[src/rtl/lp_entry_pkg.sv]
package lp_entry_pkg;

  typedef enum logic [1:0] {
    LP_NONE,
    LP_PD,
    LP_SR
  } lp_mode_e;

  typedef enum logic [1:0] {
    CHIP_AWAKE,
    CHIP_PD,
    CHIP_SR_REQ,
    CHIP_SR
  } chip_st_e;

  // power-down gates everything; self-refresh only with force precharge too
  function automatic lp_mode_e lp_pick(input logic apd, input logic fp, input logic sr);
    if (!apd) return LP_NONE;
    if (fp && sr) return LP_SR;
    return LP_PD;
  endfunction

endpackage

[src/rtl/lp_idle_timer.sv]
module lp_idle_timer #(
  parameter int PRD_W  = 8,
  parameter int PS_W   = 10,
  parameter bit USE_PS = 1'b1
) (
  input  logic             clk,
  input  logic             rst_n,
  input  logic             run_i,
  input  logic [PRD_W-1:0] period_i,
  input  logic [PS_W-1:0]  prescale_i,
  output logic             expire_o
);

  logic [PRD_W-1:0] cnt_q;
  logic             tick;

  generate
    if (USE_PS) begin : g_ps
      logic [PS_W-1:0] ps_q;
      always_ff @(posedge clk) begin
        if (!rst_n || !run_i) ps_q <= '0;
        else if (tick)        ps_q <= '0;
        else                  ps_q <= ps_q + 1'b1;
      end
      assign tick = (ps_q >= prescale_i);
    end else begin : g_nops
      logic unused_ps;
      assign unused_ps = ^prescale_i;
      assign tick = 1'b1;
    end
  endgenerate

  always_ff @(posedge clk) begin
    if (!rst_n)                  cnt_q <= '1;
    else if (!run_i)             cnt_q <= period_i - 1'b1;
    else if (tick && cnt_q != 0) cnt_q <= cnt_q - 1'b1;
  end

  assign expire_o = run_i && tick && (cnt_q == '0);


  reload_chk: assert property (@(posedge clk) disable iff (!rst_n)
    !run_i |=> (cnt_q == $past(period_i) - 1'b1));

endmodule

[src/rtl/lp_chip_fsm.sv]
module lp_chip_fsm
  import lp_entry_pkg::*;
(
  input  logic     clk,
  input  logic     rst_n,
  input  logic     ready_i,
  input  logic     idle_i,
  input  logic     hit_i,
  input  logic     row_open_i,
  input  logic     expire_i,
  input  lp_mode_e mode_i,
  input  logic     sr_ack_i,
  output logic     cke_o,
  output logic     pd_act_o,
  output logic     sr_req_o,
  output logic     in_sr_o,
  output logic     wake_o
);

  chip_st_e state_q;
  logic     act_q;
  logic     enter;

  assign enter = expire_i && (state_q == CHIP_AWAKE);

  always_ff @(posedge clk) begin
    if (!rst_n) begin
      state_q <= CHIP_AWAKE;
      act_q   <= 1'b0;
    end else begin
      unique case (state_q)
        CHIP_AWAKE: begin
          if (enter && mode_i == LP_PD) begin
            state_q <= CHIP_PD;
            act_q   <= row_open_i;
          end else if (enter && mode_i == LP_SR) begin
            state_q <= CHIP_SR_REQ;
          end
        end
        CHIP_PD:     if (hit_i) state_q <= CHIP_AWAKE;
        CHIP_SR_REQ: begin
          if (sr_ack_i)   state_q <= CHIP_SR;
          else if (hit_i) state_q <= CHIP_AWAKE;
        end
        CHIP_SR:     if (hit_i) state_q <= CHIP_AWAKE;
        default:     state_q <= CHIP_AWAKE;
      endcase
    end
  end

  assign cke_o    = (state_q != CHIP_PD);
  assign pd_act_o = (state_q == CHIP_PD) && act_q;
  assign sr_req_o = (state_q == CHIP_SR_REQ);
  assign in_sr_o  = (state_q == CHIP_SR);
  assign wake_o   = hit_i && (state_q == CHIP_PD || state_q == CHIP_SR);


  sr_hold_chk: assert property (@(posedge clk) disable iff (!rst_n)
    (sr_req_o && !sr_ack_i && !hit_i) |=> sr_req_o);


  sr_enter_chk: assert property (@(posedge clk) disable iff (!rst_n)
    $rose(in_sr_o) |-> $past(sr_ack_i));


  lp_excl_chk: assert property (@(posedge clk) disable iff (!rst_n)
    $onehot0({!cke_o, sr_req_o, in_sr_o}));


  wake_cke_chk: assert property (@(posedge clk) disable iff (!rst_n)
    wake_o |=> (cke_o && !in_sr_o));


  cke_fall_chk: assert property (@(posedge clk) disable iff (!rst_n)
    $fell(cke_o) |-> $past(ready_i && idle_i));

endmodule

[src/rtl/lp_entry_ctrl.sv]
module lp_entry_ctrl
  import lp_entry_pkg::*;
#(
  parameter int N_CHIP     = 2,
  parameter int PRD_W      = 8,
  parameter int PS_W       = 10,
  parameter int CAS_W      = 4,
  parameter bit INCL_APD   = 1'b1,
  parameter bit INCL_FP    = 1'b1,
  parameter bit INCL_SR    = 1'b1,
  parameter bit GLOBAL_CKE = 1'b0
) (
  input  logic              clk,
  input  logic              rst_n,
  input  logic              ready_i,
  input  logic              apd_en_i,
  input  logic              fp_en_i,
  input  logic              sr_en_i,
  input  logic [PRD_W-1:0]  pd_period_i,
  input  logic [PS_W-1:0]   prescale_i,
  input  logic [CAS_W-1:0]  cas_lat_i,
  input  logic [N_CHIP-1:0] chip_idle_i,
  input  logic [N_CHIP-1:0] row_open_i,
  input  logic [N_CHIP-1:0] cmd_hit_i,
  input  logic [N_CHIP-1:0] sr_ack_i,
  output logic [N_CHIP-1:0] cke_o,
  output logic [N_CHIP-1:0] pd_act_o,
  output logic [N_CHIP-1:0] sr_req_o,
  output logic [N_CHIP-1:0] in_sr_o,
  output logic [N_CHIP-1:0] wake_o
);

  lp_mode_e          mode;
  logic [N_CHIP-1:0] eff_idle;
  logic [N_CHIP-1:0] eff_hit;
  logic [N_CHIP-1:0] run;
  logic [N_CHIP-1:0] expire;

  assign mode = lp_pick(apd_en_i & INCL_APD, fp_en_i & INCL_FP, sr_en_i & INCL_SR);

  generate
    if (GLOBAL_CKE) begin : g_glb
      assign eff_idle = {N_CHIP{&chip_idle_i}};
      assign eff_hit  = {N_CHIP{|cmd_hit_i}};

      glb_cke_chk: assert property (@(posedge clk) disable iff (!rst_n)
        (cke_o == '0) || (cke_o == '1));
    end else begin : g_loc
      assign eff_idle = chip_idle_i;
      assign eff_hit  = cmd_hit_i;
    end
  endgenerate

  for (genvar c = 0; c < N_CHIP; c++) begin : g_chip
    assign run[c] = ready_i && eff_idle[c] && !eff_hit[c];

    lp_idle_timer #(
      .PRD_W (PRD_W),
      .PS_W  (PS_W),
      .USE_PS(INCL_SR)
    ) u_timer (
      .clk       (clk),
      .rst_n     (rst_n),
      .run_i     (run[c]),
      .period_i  (pd_period_i),
      .prescale_i(prescale_i),
      .expire_o  (expire[c])
    );

    lp_chip_fsm u_fsm (
      .clk       (clk),
      .rst_n     (rst_n),
      .ready_i   (ready_i),
      .idle_i    (eff_idle[c]),
      .hit_i     (eff_hit[c]),
      .row_open_i(row_open_i[c]),
      .expire_i  (expire[c]),
      .mode_i    (mode),
      .sr_ack_i  (sr_ack_i[c]),
      .cke_o     (cke_o[c]),
      .pd_act_o  (pd_act_o[c]),
      .sr_req_o  (sr_req_o[c]),
      .in_sr_o   (in_sr_o[c]),
      .wake_o    (wake_o[c])
    );
  end


  cfg_prd_chk: assert property (@(posedge clk) disable iff (!rst_n)
    apd_en_i |-> (pd_period_i > PRD_W'(cas_lat_i)));


  no_save_chk: assert property (@(posedge clk) disable iff (!rst_n)
    (!apd_en_i && cke_o == '1 && sr_req_o == '0 && in_sr_o == '0)
      |=> (cke_o == '1 && sr_req_o == '0));

endmodule

[config.mk]
export PLATFORM = sky130hd
export DESIGN_NAME = lp_entry_ctrl
export DESIGN_NICKNAME = d
export VERILOG_FILES = /design/src/rtl/lp_entry_pkg.sv /design/src/rtl/lp_idle_timer.sv /design/src/rtl/lp_chip_fsm.sv /design/src/rtl/lp_entry_ctrl.sv
export SDC_FILE = /design/constraint.sdc
export NUM_CORES = 1
export LEC_CHECK = 0
export BUFFER_PORTS_ARGS = -buffer_cell sky130_fd_sc_hd__buf_2
export CAP_MARGIN = 20
export CORE_MARGIN = 10
export CORE_UTILIZATION = 55
export CTS_BUF_LIST = sky130_fd_sc_hd__clkbuf_8
export DETAILED_ROUTE_END_ITERATION = 6
export GPL_ROUTABILITY_DRIVEN = 0
export PLACE_DENSITY_LB_ADDON = 0.2
export SLEW_MARGIN = 20
export SYNTH_ARGS = -nofsm -noshare
export SYNTH_HDL_FRONTEND = slang
export SYNTH_SLANG_ARGS = --single-unit
[constraint.sdc]
create_clock -name clk -period 5.2 [get_ports clk]
set_input_delay 1.04 -clock clk [delete_from_list [all_inputs] [get_ports clk]]
set_output_delay 1.04 -clock clk [all_outputs]
set_load 0.03 [all_outputs]
==> out/metrics.csv <==
stage;metric;value;unit
finish;n_diodes;0;
worst_setup_path;Startpoint Class;input pin;
clocking;hold_buf cts;0;
sta;fin. max-slew vios;0;
place;IO Port Bufs;41;
synthesis;leading area contributor after synthesis;dfxtp_1;
synthesis;Seq/Total Area, Yosys;0.297;
synthesis;Cell Area, Synth;2840;µm²
sta;setup violators final;0;
clocking;Reg clk slew, reported paths;0.08;ns
outcome;run status;finished clean;
finish;layout cell share with drive strength beyond 1;0.156;
floorplanning;Die Area;8430;µm²
synthesis;mux cell area share after synthesis;0.0212;
clocking;CTS Buf Count;5;
synthesis;syn_nets;417;
global_route;GRT Residual Overflow;0;
clocking;Clock Root Buffer;clkbuf_8;
synthesis;Simple-Gate Fraction of Synth Area;0.276;
worst_setup_path;Crit Path Class;input pin to flop;
sta;RSZ-0062 raised after global routing;no;
global_route;Global Route Usage Sum;0.155;
power_and_ir_drop;pwr/cell area;215;nW/µm²
synthesis;Synth Area in Compound Gates;0.150;
synthesis;Post-synth ARST share;0;
sta;Final Hold Fails;0;
job;max-cap violations;0;
hold_path;Tightest Hold Check Type;flop to flop;
route;Vias per Instance;5.58;
clocking;cts repair resizes;0;
sta;fin crit share;0.605;
route;DRT antenna net count;0;
synthesis;Post-synth EDFFs;0;
route;# DRC;0;
route;Routed WL per cell;14.0;µm
worst_setup_path;Arr. time, crit path;3.37;ns
synthesis;yosys warns;0;
finish;nets;444;
sta;Worst-Margin Slew;0.884;ns
synthesis;Synth cell types;49;
global_route;first-pass GRT wire length;11.1;mm
synthesis;main combinational cell family by area after synthesis;simple AND/OR/NAND/NOR gates;
power_and_ir_drop;Final Power;670;µW
route;Iteration-0 DRC Markers;105;
floorplanning;die height;91.8;µm
finish;most frequent cells in the layout;47 x nor2_1, 42 x dfxtp_1, 41 x buf_2;
synthesis;Synth top area share;0.297;
synthesis;Post-Synth Adder-Cell Area;0.110;
floorplanning;Ports;46;
sta;Sum Neg Setup Slack;0;ns
clocking;number of setup buffers added after CTS;0;
route;via total after detailed routing;2532;
floorplanning;Die X;91.8;µm
route;DRT Pass-1 Iters;4;
finish;Fillers;473;
synthesis;ranking of synthesized cells by area;dfxtp_1 30%, ha_1 11%, nor2_1 6.4%;
clocking;Clock Sinks;42;
finish;area delta synth->final;10.1;%
synthesis;Avg Inst Size Synth;7.96;µm²
finish;most common cell after layout, fill and taps aside;nor2_1;
finish;Reg area;841;µm²
global_route;initial antenna violation count;0;
synthesis;Seq cells post-synth;42;
worst_setup_path;Crit. End Element;flop;
clocking;clock tree buffer depth;2;
finish;Multi-input gate area;1780;µm²
place;hpwl dp;4.89;mm
sta;hold slack final;0.468;ns
power_and_ir_drop;cell leakage power;0.00131;µW
worst_setup_path;data required time at the worst endpoint;5.43;ns
sta;Max Clk Rate;318;MHz
synthesis;prevailing post-synth register cell;dfxtp_1;
clocking;H-Tree Depth;2;
global_route;vias in the first global route;2451;
synthesis;Synth Area in XOR/XNOR;0.0680;
clocking;CTS tree;done;
sta;min Tclk post-route;3.14;ns
sta;clock skew;0.00361;ns
worst_setup_path;crit-path max FO;11;
power_and_ir_drop;Max VDD drop;98.3;µV
sta;Rel. slew slack;0.408;
floorplanning;core area;5040;µm²
synthesis;Synth Instances;356;
route;WL final;6.36;mm
floorplanning;num rows;26;
floorplanning;Initial Util;0.562;
clocking;Worst-Skew Late Latency;0.30;ns
global_route;pin count of the biggest net entering global routing;41;
==> critical path, stage by stage <==
cell	delay, ns
buf_2	0.09
inv_1	0.11
ha_1	0.26
a211oi_1	0.23
nor2_1	0.07
or3_1	0.38
nor2_1	0.52
nand3_1	0.45
nor2_1	0.21
==> through the flow <==
step	util	setup slack, ns	area, µm²	instances
floorplan	-	2.46	2840	356
global placement	0.597	1.83	3010	446
detailed placement	0.597	1.74	3010	446
CTS	0.618	2.04	3120	454
global route	0.619	1.78	3120	454
finish	0.619	2.06	3120	454
==> registers in the layout, summed over array words and instances (netlist names) <==
signal	flops
g_chip.u_fsm.act_q	2
g_chip.u_timer.g_ps.ps_q	20
g_chip.u_fsm.state_q	4
g_chip.u_timer.cnt_q	16
==> metal layers <==
| metal | wire, µm | GRT usage | vias to the layer above |
|---|---|---|---|
| met2 | 2950 | 0.254 | 50 |
| met4 | 96 | 0.0476 | 0 |
| li1 | - | - | 1308 |
| met5 | 0 | 0 | - |
| met3 | 305 | 0.0432 | 10 |
| met1 | 3010 | 0.194 | 1164 |
==> area by class of cell <==
class | instances | area share
sequential | 42 | 0.269
clock buffer | 5 | 0.0221
clock inverter | 3 | 0.0132
multi-input combinational | 266 | 0.569
tap | 70 | 0.0281
timing repair buffer | 41 | 0.0658
inverter | 27 | 0.0325
==> synth_stat cells, drive strengths merged (7+ instances only) <==
cell type,instances
xnor2,8
nand2,19
dfxtp,42
nand3,31
nor2,49
a21oi,12
inv,27
clkbuf,10
ha,25
o21ai,13
nor3,8
and3,7
buf,11
xor2,14
a211oi,9
==> cells by family after synthesis <==
family	count (synthesis)
buffers and inverters	48
adders and majority gates	25
DFF	42
and+or+nand+nor	151
AOI/OAI and AO/OA	62
muxes	6
xor gates and xnor gates	22
==> power by group <==
part           switching (µW)  internal (µW)  leakage (µW)
combinational            41.4           30.0      0.000907
clock                     116            141     0.0000556
sequential               9.70            331      0.000343
==> worst paths after layout <==
check	start	cells past startpoint	end	slack, ns
setup / recovery	prescale_i[7]	9	g_chip[1].u_timer.g_ps.ps_q[6]$_SDFF_PP0_	2.06
setup reg to reg	g_chip[1].u_timer.g_ps.ps_q[7]$_SDFF_PP0_	7	g_chip[1].u_timer.g_ps.ps_q[6]$_SDFF_PP0_	2.59
hold reg to reg	g_chip[1].u_fsm.act_q$_SDFFE_PN0P_	2	g_chip[1].u_fsm.act_q$_SDFFE_PN0P_	0.47
hold / removal	g_chip[1].u_fsm.act_q$_SDFFE_PN0P_	2	g_chip[1].u_fsm.act_q$_SDFFE_PN0P_	0.47
Power figures use the tool's default switching activity.
